## src/rtl/trap_pkg.sv

```systemverilog
package trap_pkg;
  localparam int SR_W     = 32;
  localparam int SR_EN    = 0;
  localparam int SR_SUP   = 1;
  localparam int SR_PSUP  = 2;
  localparam int SR_S64   = 3;
  localparam int SR_IM_LO = 8;

  // Bits of the status register that hold state.
  function automatic logic [SR_W-1:0] sr_legal(input int nirq);
    logic [SR_W-1:0] m;
    m = '0;
    m[SR_EN] = 1'b1;
    m[SR_SUP] = 1'b1;
    m[SR_PSUP] = 1'b1;
    m[SR_S64] = 1'b1;
    for (int i = 0; i < nirq; i++) m[SR_IM_LO+i] = 1'b1;
    return m;
  endfunction

  // Boot status: every legal bit except previous-supervisor.
  function automatic logic [SR_W-1:0] sr_boot(input int nirq);
    logic [SR_W-1:0] m;
    m = sr_legal(nirq);
    m[SR_PSUP] = 1'b0;
    return m;
  endfunction

  function automatic logic [SR_W-1:0] sr_enter(input logic [SR_W-1:0] sr);
    logic [SR_W-1:0] r;
    r = sr;
    r[SR_PSUP] = sr[SR_SUP];
    r[SR_SUP] = 1'b1;
    r[SR_EN] = 1'b0;
    return r;
  endfunction

  function automatic logic [SR_W-1:0] sr_leave(input logic [SR_W-1:0] sr);
    logic [SR_W-1:0] r;
    r = sr;
    r[SR_SUP] = sr[SR_PSUP];
    r[SR_EN] = 1'b1;
    return r;
  endfunction
endpackage

```

## src/rtl/trap_pend_bank.sv

```systemverilog
module trap_pend_bank #(
  parameter int NIRQ = 8,
  parameter logic [NIRQ-1:0] RST_VAL = '0
) (
  input  logic            clk,
  input  logic            rst_n,
  input  logic [NIRQ-1:0] set_i,
  input  logic [NIRQ-1:0] clr_i,
  output logic [NIRQ-1:0] pend_o
);
  for (genvar gi = 0; gi < NIRQ; gi++) begin : g_line
    logic bit_q;
    always_ff @(posedge clk) begin
      if (!rst_n)          bit_q <= RST_VAL[gi];
      else if (set_i[gi])  bit_q <= 1'b1;
      else if (clr_i[gi])  bit_q <= 1'b0;
    end
    assign pend_o[gi] = bit_q;
  end

  // flags hold without strobes, whatever the trap logic does
  p_pend_hold_r8: assert property (@(posedge clk) disable iff (!rst_n)
    (set_i == '0 && clr_i == '0) |=> $stable(pend_o));
  // a set strobe always lands, even against a clear
  p_set_wins_r8: assert property (@(posedge clk) disable iff (!rst_n)
    (set_i != '0) |=> ((pend_o & $past(set_i)) == $past(set_i)));
endmodule

```

## src/rtl/trap_irq_arbiter.sv

```systemverilog
module trap_irq_arbiter #(
  parameter int NIRQ = 8,
  localparam int IDX_W = (NIRQ > 1) ? $clog2(NIRQ) : 1
) (
  input  logic             clk,
  input  logic             rst_n,
  input  logic [NIRQ-1:0]  pend_i,
  input  logic [NIRQ-1:0]  mask_i,
  input  logic             en_i,
  output logic             req_o,
  output logic [IDX_W-1:0] idx_o
);
  logic [NIRQ-1:0] masked;
  logic [NIRQ-1:0] below;

  always_comb begin
    masked = pend_i & mask_i;
    idx_o  = '0;
    for (int i = NIRQ - 1; i >= 0; i--)
      if (masked[i]) idx_o = IDX_W'(i);
    req_o = en_i && (masked != '0);
    below = (NIRQ'(1) << idx_o) - NIRQ'(1);
  end

  // the chosen line is enabled and no lower line is
  p_lowest_r4: assert property (@(posedge clk) disable iff (!rst_n)
    req_o |-> (masked[idx_o] && ((masked & below) == '0)));
endmodule

```

## src/rtl/trap_csr.sv

```systemverilog
module trap_csr
  import trap_pkg::*;
#(
  parameter int XLEN = 64,
  parameter int CAUSE_W = 8,
  parameter int NIRQ = 8,
  parameter logic [XLEN-1:0] EVEC_RST = 'h2000
) (
  input  logic               clk,
  input  logic               rst_n,
  input  logic               fire_i,
  input  logic [CAUSE_W-1:0] code_i,
  input  logic [XLEN-1:0]    pc_i,
  input  logic               ret_i,
  input  logic               sr_we_i,
  input  logic [SR_W-1:0]    sr_wd_i,
  input  logic               ev_we_i,
  input  logic [XLEN-1:0]    ev_wd_i,
  output logic               taken_o,
  output logic [XLEN-1:0]    redir_o,
  output logic [SR_W-1:0]    sr_o,
  output logic [CAUSE_W-1:0] cause_o,
  output logic [XLEN-1:0]    epc_o,
  output logic [XLEN-1:0]    evec_o
);
  localparam logic [SR_W-1:0] LEGAL  = sr_legal(NIRQ);
  localparam logic [SR_W-1:0] SR_RST = sr_boot(NIRQ);

  always_ff @(posedge clk) begin
    if (!rst_n) begin
      sr_o    <= SR_RST;
      cause_o <= '0;
      epc_o   <= '0;
      evec_o  <= EVEC_RST;
      taken_o <= 1'b0;
      redir_o <= '0;
    end else begin
      taken_o <= fire_i;
      if (fire_i) begin
        sr_o    <= sr_enter(sr_o);
        cause_o <= code_i;
        epc_o   <= pc_i;
        redir_o <= evec_o;
      end else if (ret_i) begin
        sr_o <= sr_leave(sr_o);
      end else if (sr_we_i) begin
        sr_o <= sr_wd_i & LEGAL;
      end
      if (ev_we_i) evec_o <= ev_wd_i;
    end
  end

  // entry state
  p_entry_r6: assert property (@(posedge clk) disable iff (!rst_n)
    fire_i |=> (!sr_o[SR_EN] && sr_o[SR_SUP] && sr_o[SR_PSUP] == $past(sr_o[SR_SUP])
                && epc_o == $past(pc_i) && cause_o == $past(code_i)));
  // pulse and target
  p_redirect_r7: assert property (@(posedge clk) disable iff (!rst_n)
    fire_i |=> (taken_o && redir_o == $past(evec_o)));
  p_pulse_r7: assert property (@(posedge clk) disable iff (!rst_n)
    !fire_i |=> (!taken_o && $stable(redir_o)));
  // return restore when no trap competes
  p_ret_r9: assert property (@(posedge clk) disable iff (!rst_n)
    (ret_i && !fire_i) |=> (sr_o[SR_EN] && sr_o[SR_SUP] == $past(sr_o[SR_PSUP])));
  // undefined status bits stay zero
  p_legal_r10: assert property (@(posedge clk) disable iff (!rst_n)
    (sr_o & ~LEGAL) == '0);
endmodule

```

## src/rtl/irq_trap_unit.sv

```systemverilog
module irq_trap_unit
  import trap_pkg::*;
#(
  parameter int XLEN = 64,
  parameter int NIRQ = 8,
  parameter int EXC_W = 4,
  parameter int CAUSE_W = 8,
  parameter int IPI_LINE = 5,
  parameter bit BOOT_IPI = 1'b1,
  parameter logic [XLEN-1:0] EVEC_RST = 'h2000
) (
  input  logic               clk,
  input  logic               rst_n,
  input  logic               exc_valid,
  input  logic [EXC_W-1:0]   exc_code,
  input  logic [XLEN-1:0]    cur_pc,
  input  logic [NIRQ-1:0]    pend_set,
  input  logic [NIRQ-1:0]    pend_clr,
  input  logic               ret_valid,
  input  logic               sr_we,
  input  logic [31:0]        sr_wdata,
  input  logic               evec_we,
  input  logic [XLEN-1:0]    evec_wdata,
  output logic               trap_taken,
  output logic [XLEN-1:0]    redirect_pc,
  output logic [31:0]        status_q,
  output logic [CAUSE_W-1:0] cause_q,
  output logic [XLEN-1:0]    epc_q,
  output logic [XLEN-1:0]    evec_q,
  output logic [NIRQ-1:0]    pend_q
);
  localparam int IRQ_BASE = 1 << EXC_W;
  localparam int IDX_W = (NIRQ > 1) ? $clog2(NIRQ) : 1;
  localparam logic [NIRQ-1:0] PEND_RST = BOOT_IPI ? (NIRQ'(1) << IPI_LINE) : '0;

  logic             irq_req;
  logic [IDX_W-1:0] irq_idx;
  logic             trap_fire;
  logic [CAUSE_W-1:0] trap_code;

  trap_pend_bank #(.NIRQ(NIRQ), .RST_VAL(PEND_RST)) u_pend (
    .clk(clk), .rst_n(rst_n), .set_i(pend_set), .clr_i(pend_clr), .pend_o(pend_q));

  trap_irq_arbiter #(.NIRQ(NIRQ)) u_arb (
    .clk(clk), .rst_n(rst_n), .pend_i(pend_q),
    .mask_i(status_q[SR_IM_LO +: NIRQ]), .en_i(status_q[SR_EN]),
    .req_o(irq_req), .idx_o(irq_idx));

  // Exceptions first, then the arbiter's line.
  assign trap_fire = exc_valid || irq_req;
  assign trap_code = exc_valid ? CAUSE_W'(exc_code)
                               : CAUSE_W'(IRQ_BASE) + CAUSE_W'(irq_idx);

  trap_csr #(.XLEN(XLEN), .CAUSE_W(CAUSE_W), .NIRQ(NIRQ), .EVEC_RST(EVEC_RST)) u_csr (
    .clk(clk), .rst_n(rst_n), .fire_i(trap_fire), .code_i(trap_code), .pc_i(cur_pc),
    .ret_i(ret_valid), .sr_we_i(sr_we), .sr_wd_i(sr_wdata),
    .ev_we_i(evec_we), .ev_wd_i(evec_wdata),
    .taken_o(trap_taken), .redir_o(redirect_pc), .sr_o(status_q),
    .cause_o(cause_q), .epc_o(epc_q), .evec_o(evec_q));

  // exception always taken, its own code
  p_exc_first_r5: assert property (@(posedge clk) disable iff (!rst_n)
    exc_valid |=> (trap_taken && cause_q == CAUSE_W'($past(exc_code))));
  // interrupt causes only appear when traps were enabled
  p_irq_gate_r3: assert property (@(posedge clk) disable iff (!rst_n)
    (trap_taken && cause_q >= CAUSE_W'(IRQ_BASE)) |-> $past(status_q[SR_EN]));
  // a pulse needs a request in the cycle before
  p_cause_r7: assert property (@(posedge clk) disable iff (!rst_n)
    trap_taken |-> $past(exc_valid || irq_req));
endmodule

```

## config.mk

```make
export PLATFORM = sky130hd
export DESIGN_NAME = irq_trap_unit
export DESIGN_NICKNAME = d
export VERILOG_FILES = /design/src/rtl/trap_pkg.sv /design/src/rtl/trap_pend_bank.sv /design/src/rtl/trap_irq_arbiter.sv /design/src/rtl/trap_csr.sv /design/src/rtl/irq_trap_unit.sv
export SDC_FILE = /design/constraint.sdc
export NUM_CORES = 1
export LEC_CHECK = 0
export ABC_AREA = 1
export BUFFER_PORTS_ARGS = -buffer_cell sky130_fd_sc_hd__buf_2
export CORE_AREA = 2 2 165 167
export CTS_CLUSTER_SIZE = 12
export DETAILED_ROUTE_END_ITERATION = 12
export DIE_AREA = 0 0 167 169
export PLACE_DENSITY = 0.57
export SYNTH_ARGS = -nofsm -noshare
export SYNTH_HDL_FRONTEND = slang
export SYNTH_SLANG_ARGS = --single-unit
```

## constraint.sdc

```tcl
create_clock -name clk -period 4.19 [get_ports clk]
set_input_delay 0.2095 -clock clk [delete_from_list [all_inputs] [get_ports clk]]
set_output_delay 0.2095 -clock clk [all_outputs]
set_load 0.02 [all_outputs]
```

==> impl_summary.md, run 1 <==
Pwr
The part of the power in registers is 43.0%. The net switching fraction of the power is 25.9%. The power density over the cells is 444 nW/um2. The analysis attributes to cell leakage a power of 0.00624 uW.

The combinational power share is 14.7%. The worst-case IR drop observed on VDD is 0.278 mV. For this design the total switching power over the nets is 1380 uW. The cell-internal power is 3940 uW. The share of total power in the clock network is 42.3%.

Setup path
On the worst path, the slowest cell contributes a delay of 0.58 ns. The maximum fanout along the worst path is 103. The required arrival time at the worst endpoint is 4.58 ns.

Data on the critical path arrives at its endpoint at 3.00 ns. The cell class contributing the biggest share of worst-path delay is simple AND/OR/NAND/NOR gates. Counting stages on the worst path, the most repeated cell is nand2_1. The endpoint identified for the worst register-to-register timing path is u_csr.sr_o[1].

The setup slack of the most critical reg-to-reg path is 1.58 ns. The type of destination of the critical path is a flip-flop. In this run the critical register-to-register path is launched from u_pend.g_line[4].bit_q. The critical path is of the reg2reg type.

Walking the worst path, the cells encountered are nand2_1, nand2_1, nor2_2, nand2_1, nand2_1, nand2_4, nor2_8, buf_12, nand4_1, dlygate4sd3_1. The number of buffer and inverter stages on the critical path is 2. The cell with the biggest individual delay on the critical path is dlygate4sd3_1. The kind of start point of the critical path is a flip-flop. The worst reg2reg path depth is 10.

Hold path
The worst-case hold path end point is u_csr.evec_o[26]. The depth of the worst hold-timing path is 3. The worst hold path begins at evec_wdata[26].

The worst hold path belongs to the class in2reg.

GRT
The total overflow left after global routing is 0. The first global-routing pass estimated 39.8 mm of wire. Global routing used 17.0% of the available tracks across all layers. The via count of the first global-routing pass is 7,848. The number of antenna violations at the first check in global routing was 0. The pin count of the biggest net entering global routing is 104.

Finish
The number of diodes is 0. Fill cells in the final layout number 2,575. The utilization after layout is 45.2%. The library cell used most frequently in the layout, excluding fill and tap cells, is buf_2. Of the cells placed in the final design, the portion with a size suffix greater than 1 is 29.1%. The area growth from synthesis to layout is 56.9%. For this run, the post-layout net count is 1,661. The library cells used most frequently in the layout, excluding fill and tap cells, are 383 x buf_2, 369 x nand2_1, 218 x dfxtp_1.

Die
The floorplan has 60 rows. The core area is 26,500 um2. The initial core utilization is 28.8%.

The die covers 28,200 um2. The die width is 167 um. The chip height is 169 um.

The top-level I/O count is 427.

STA
The final number of hold-violating endpoints is 0. In the final timing run, aggregate negative setup slack is 0 ns. Headroom to the max-slew limit came out at 36.7%. The routed design could run at a clock period as short as 2.61 ns. The worst path uses 62.2% of the clock period. Setup repair after global routing left no endpoint under its margin. The final-report max-slew violation count is 0.

At the pin with the least slew margin, the transition time is 0.949 ns. The final setup skew is 0.0106 ns. The top achievable clock speed is 384 MHz.

Setup violations remaining at the end of the flow were counted as 0.

Route
Dividing the detail-routed via count by the number of cells gives 4.28. The detailed router placed 7,822 vias in this run. The count of TritonRoute iterations in the first routing pass is 4. The number of DRC markers in iteration 0 is 312. For this run, design rule violations remaining after detail routing come to 0. The final wirelength is 25.3 mm. The post-route antenna net violation count is 0. The detailed-route wire length per cell is 13.8 um.

Clocking
CTS placed an instance of clkbuf_16 at the clock tree root. The number of buffers created by CTS is 25. CTS built an H-tree with a depth of 1. TritonCTS built the clock tree.

The largest buffer count on any clock path is 3. The later pin in the worst-skew pair is clocked with a latency of 0.51 ns. CTS saw 218 sinks. The count of hold-fix buffers inserted at cts is 152. The post-CTS resize count is 0. After clock tree synthesis, the clock-pin slew on the worst setup and hold paths is 0.06 ns. The post-CTS setup buffer count is 0.

Placement
The total of buffers placed on input and output ports is 383. Summed over all nets, the half-perimeter wirelength after detailed placement is 16.1 mm. The congestion estimate from routability-driven global placement came to 0.802.

Yosys
The number of different library cells used by synthesis comes to 23. Counting every instance in the synthesized netlist gives 968. The sequential element share of the synthesized area is 57.1%. The cell area that synthesis handed to floorplanning was 7640 um2.

The post-synthesis area per instance is 7.89 um2. The flop and latch count out of synthesis is 218. The Yosys step of the flow raised 0 warnings.

Job
The tool flagged a number of max-cap violations equal to 0.

Run status
The run finished with clean final reports.
## synthesized netlist by cell type (all sizes together)
cell | number | area (um2)
o22ai | 1 | 6.26
a21oi | 40 | 200
nor2 | 81 | 323
buf | 56 | 417
a22o | 1 | 8.76
nand2 | 372 | 1410
dfxtp | 218 | 4360
nand3 | 21 | 105
a22oi | 1 | 7.51
o21ai | 99 | 495
clkbuf | 26 | 97.6
clkinv | 1 | 3.75
inv | 48 | 180
conb | 1 | 3.75
nor3 | 1 | 5.00
nand4 | 1 | 6.26
## routing by layer
metal | vias to the layer above | wire [um] | track usage, %
met5 | - | 0 | 0
met4 | 0 | 616 | 4.95
met3 | 51 | 2020 | 4.61
met2 | 292 | 12300 | 30.7
met1 | 3506 | 10300 | 19.7
li1 | 3973 | - | -
## per-stage QoR
step / std cells / setup slack (ns) / hold slack, ns / power (uW) / area (um2)
2_1_floorplan: 990 / 2.68 / 0.289 / 2740 / 7720
3_3_place_gp: 1637 / 1.55 / 0.395 / 2990 / 9610
3_5_place_dp: 1637 / 1.55 / 0.397 / 3000 / 9610
4_1_cts: 1829 / 1.51 / 0.000209 / 5370 / 12000
5_1_grt: 1829 / 1.29 / 0.00620 / 5550 / 12000
6_report: 1829 / 1.58 / 0.0141 / 5320 / 12000
## registers in the layout (all words and copies together), names as in the netlist
name	cells
u_csr.cause_o	5
u_csr.epc_o	64
u_csr.evec_o	64
u_csr.redir_o	64
u_csr.sr_o	12
u_csr.taken_o	1
u_pend.g_line.bit_q	8
## power groups by stage
stage               Combinational, uW  Sequential, uW  Clock [uW]
floorplan                         252            2490           0
detailed placement                669            2330           0
global route                      855            2300        2390
CTS                               784            2280        2310
finish                            782            2290        2250
global placement                  669            2320           0
## cell families after synthesis
logic type | Yosys count | share of synthesized area (%)
AO/OA/AOI/OAI | 142 | 9.40
AND/OR/NAND/NOR | 476 | 24.3
other | 1 | 0.0491
buffers and inverters | 131 | 9.14
flip-flops | 218 | 57.1
## cell type report
cell class / instances / area, um2 / area share (%)
flip-flops and latches: 218 / 4360 / 36.4
repair buffers: 540 / 3500 / 29.2
multi-input cells: 641 / 2660 / 22.2
clock buffers: 36 / 757 / 6.32
well taps: 341 / 427 / 3.56
inverters: 49 / 185 / 1.54
clock inverters: 4 / 95.1 / 0.793
## worst max path at each step
stage,cells past startpoint,startpoint,end,slack (ns)
2_1_floorplan,12,u_csr.sr_o[13],u_csr.epc_o[44],2.68
3_3_place_gp,11,u_pend.g_line[6].bit_q,u_csr.epc_o[55],1.55
3_5_place_dp,11,u_pend.g_line[6].bit_q,u_csr.epc_o[55],1.55
4_1_cts,10,u_pend.g_line[5].bit_q,u_csr.sr_o[1],1.51
5_1_grt,11,u_pend.g_line[6].bit_q,u_csr.epc_o[57],1.29
6_report,10,u_pend.g_line[4].bit_q,u_csr.sr_o[1],1.58
## worst register-to-register path: cells and delay by family (launching register included)
kind / cells / cell delay [ns]
simple gates: 8 / 1.15
flops: 1 / 0.32
buf+inv: 2 / 1.03
Note: power is estimated with default switching activity, not from simulation.
==> run 2, diff against run 1 <==
--- a/config.mk
+++ b/config.mk
@@ -5,13 +5,13 @@
 export SDC_FILE = /design/constraint.sdc
 export NUM_CORES = 1
 export LEC_CHECK = 0
-export ABC_AREA = 1
+export ABC_AREA = 0
 export BUFFER_PORTS_ARGS = -buffer_cell sky130_fd_sc_hd__buf_2
-export CORE_AREA = 2 2 165 167
+export CORE_AREA = 2 2 164 166
 export CTS_CLUSTER_SIZE = 12
 export DETAILED_ROUTE_END_ITERATION = 12
-export DIE_AREA = 0 0 167 169
-export PLACE_DENSITY = 0.57
+export DIE_AREA = 0 0 166 168
+export PLACE_DENSITY = 0.63
 export SYNTH_ARGS = -nofsm -noshare
 export SYNTH_HDL_FRONTEND = slang
 export SYNTH_SLANG_ARGS = --single-unit
==> constraint.sdc (replaced) <==
create_clock -name clk -period 2.51 [get_ports clk]
set_input_delay 0.1255 -clock clk [delete_from_list [all_inputs] [get_ports clk]]
set_output_delay 0.1255 -clock clk [all_outputs]
set_load 0.02 [all_outputs]
==> impl_summary.md, run 2 <==
Die
The die is 168 um tall. After floorplanning, the core was sized to cover 26,400 um2. The floorplan step defined a die boundary enclosing 27,900 um2.

The top-level I/O count is 427. After floorplanning, the core was divided into 60 placement rows. The initial core utilization is 33.4%. The die width is 166 um.

Hold path
The worst hold path belongs to the class in2reg. The startpoint of the tightest hold check path is rst_n.

Yosys
Synthesis instantiated 35 different standard cells from the library. The share of synthesized area in the top cell type comes to 49.5%. For this run, the leading register cell type out of synthesis is dfxtp_1.

Synthesis produced a netlist whose cell count is 918. The async set-or-reset flop fraction in the synthesized netlist is 0%. After synthesis, the most frequently instantiated cells are 272 x nand2_1, 218 x dfxtp_1, 193 x mux2i_1, 71 x nor2b_1, 47 x clkbuf_1. The library cell occupying the most area in the post-synthesis netlist is dfxtp_1. The cell area after synthesis is 8810 um2. After synthesis the netlist holds a flip-flop and latch count of 218.

Yosys mapped a number of flops with a built-in enable equal to 0. After synthesis, the cell types taking the most area are dfxtp_1 50%, mux2i_1 22%, nand2_1 12%. The most common cell in the synthesized netlist is nand2_1. Dividing the synthesized area by the synthesized cell count gives 9.60 um2.

The number of warnings reported in the yosys synthesis log is 0. For this run, the register share of the synthesized area comes to 49.5%.

Pwr
Overall power consumption after layout is estimated at 9150 uW. Across the VDD grid, the largest voltage drop is 0.498 mV. Summed over all cells, the static leakage comes to 0.00630 uW. The power density over the cells is 683 nW/um2.

Finish
The total non-filler cell area in the finished layout is 13,400 um2. The flip-flop and latch area is 4360 um2. Leaving out fill and tap cells, the most frequent cell in the layout is buf_2. The synthesis-to-layout area growth is 52.0%. At the end of the flow, the number of nets in the layout was 1,618. 0 antenna diodes ended up in the layout. Summing all multi-input logic gate instances after layout gives 3950 um2. The fraction of layout instances using a drive strength above 1 is 30.6%. The library cells used most frequently in the layout, excluding fill and tap cells, are 381 x buf_2, 272 x nand2_1, 218 x dfxtp_1. The count of fill cells added during filler insertion is 2,400. In the final layout, the registers with the most flip-flops are u_csr.epc_o x64, u_csr.evec_o x64, u_csr.redir_o x64.

Placement
The placed instances occupy a cell area of 10,900 um2. After legalization and detailed placement, the total HPWL measured 16.5 mm. The placer's final routability congestion estimate is 0.839.

The total of buffers placed on input and output ports is 383.

Job
The number of max-cap violations is 0.

Clocking
In this run the clock root is driven by a clkbuf_16. TritonCTS created 25 clock buffers. The maximum level of the CTS H-tree is 1. The clock passes through at most 3 buffers. The post-CTS clock slew at the launch and capture registers of the worst setup and hold paths is 0.06 ns.

The insertion delay to the later sink of the worst-skew pair is 0.51 ns. For this design, the sink count on the clock tree is 218. The clock tree from TritonCTS is built. In this run the post-CTS setup repair buffer count came out at 0.

STA
For the pin with the worst max-slew slack, the measured transition is 0.812 ns. Across the routed clock network, the largest skew measured is 0.00720 ns. Derived from the worst setup path, the maximum achievable clock frequency is 466 MHz.

Setup violations remaining at the end of the flow were counted as 0. The worst hold slack across all endpoints is 0.0333 ns. The setup TNS is 0 ns.

The final-report max-slew violation count was 0. The minimum period implied by the final worst setup slack is 2.15 ns. The final number of hold-violating endpoints was 0.

Setup repair after global routing left no endpoint under its margin. The share of the clock period used by the worst path is 85.5%. Headroom to the max-slew limit came out at 45.8%.

Setup path
In this run the worst setup path begins at u_csr.sr_o[10]. The cell with the biggest individual delay on the critical path is o41a_1. The setup slack of the most critical reg-to-reg path is 0.36 ns. The number of buffer and inverter stages on the critical path is 1.

Grouping stages by cell kind, the critical path spends the most delay in compound AO/OA/AOI/OAI gates. The critical path goes through a22o_1, o41a_1, or2_0, buf_4, o21ai_1. The required arrival time at the worst endpoint is 2.95 ns.

The worst register-to-register path begins at u_csr.sr_o[10]. The worst setup path is of the reg2reg kind. The type of destination of the critical path is a flip-flop. Along the worst path, the maximum fanout reaches 14.

The data arrival time of the critical path is 2.59 ns. The delay of the slowest critical-path stage is 0.55 ns. The kind of start point of the critical path is a flip-flop.

GRT
The global-route usage over all layers is 17.6%. The via count of the first global-routing pass is 8,047. The first global-routing pass estimated 41.1 mm of wire. The pin count of the biggest net entering global routing is 105. The final global-route overflow total is 0. The number of antenna violations at the first check in global routing came to 0.

Route
The number of DRC markers in iteration 0 is 404. The pre-antenna-repair detailed-routing pass consisted of 5 iterations. The final wirelength is 25.8 mm.

The post-route antenna net violation count is 0. The detailed-route via count is 8,107. After detailed routing, the number of vias per cell comes to 4.53. After detailed routing, the average wire length per cell comes to 14.4 um.

After detailed routing, the number of remaining DRC violations is 0.

Run status
The flow ran to the end, and the final reports show no timing, DRC or antenna violations.
-- run 2: changes by cell type in the layout (fill, tap and decap cells not counted), sizes merged, moves of 4 or more --
cell	previous run	this run
mux2	0	4
nand3	21	1
a21oi	40	3
nand2	372	272
o211ai	0	10
o21a	0	7
nor2	81	3
nor2b	0	71
buf	388	399
inv	47	0
o21ai	99	14
a22o	1	5
mux2i	0	193
dlygate4sd3	152	163
-- run 2: metal layers --
layer	track usage (%)	part of all wire [%]	vias to the layer above	routed length, um
met5	0	0	-	0
met4	7.22	4.1	0	1060
met3	4.28	6.8	63	1760
met2	32.3	49	311	12700
met1	19.5	40	3743	10300
li1	-	-	3990	-
-- run 2: final timing paths --
check,cells past startpoint,endpoint
setup / recovery,5,u_csr.sr_o[0]
hold / removal,2,u_csr.sr_o[12]
setup reg to reg,5,u_csr.sr_o[0]
hold reg to reg,2,u_csr.epc_o[4]
-- run 2: metrics by stage --
stage	utilization (%)	setup WS (ns)	cells
floorplan	-	0.637	940
global placement	41.3	0.377	1583
detailed placement	41.3	0.367	1583
CTS	50.8	0.357	1791
global route	50.8	0.269	1791
finish	50.8	0.363	1791
-- run 2: cell families after synthesis --
group | Yosys count | share of synthesized area, %
other cells | 1 | 0.0425
compound gates | 48 | 3.83
buf+inv | 97 | 6.62
flops | 218 | 49.5
simple gates | 357 | 17.6
mux | 197 | 22.4
-- run 2: what timing repair did --
action / CTS / global route
hold buffers: 163 / 0
resized for setup: 0 / 0
hold endpoints to repair: 153 / 0
-- run 2: report_power, final --
| group | internal [uW] | total, uW | switching (uW) | leakage, uW |
|---|---|---|---|---|
| clock | 2490 | 3880 | 1390 | 0.000435 |
| sequential | 3670 | 3800 | 128 | 0.00180 |
| combinational | 667 | 1470 | 801 | 0.00407 |
| total | 6830 | 9150 | 2320 | 0.00630 |
-- run 2: final cells by class --
| type | count | area share (%) |
|---|---|---|
| sequential | 218 | 32.6 |
| multi-input combinational | 625 | 29.5 |
| timing repair buffer | 562 | 28.1 |
| clock buffer | 37 | 5.38 |
| tap | 341 | 3.18 |
| clock inverter | 8 | 1.23 |
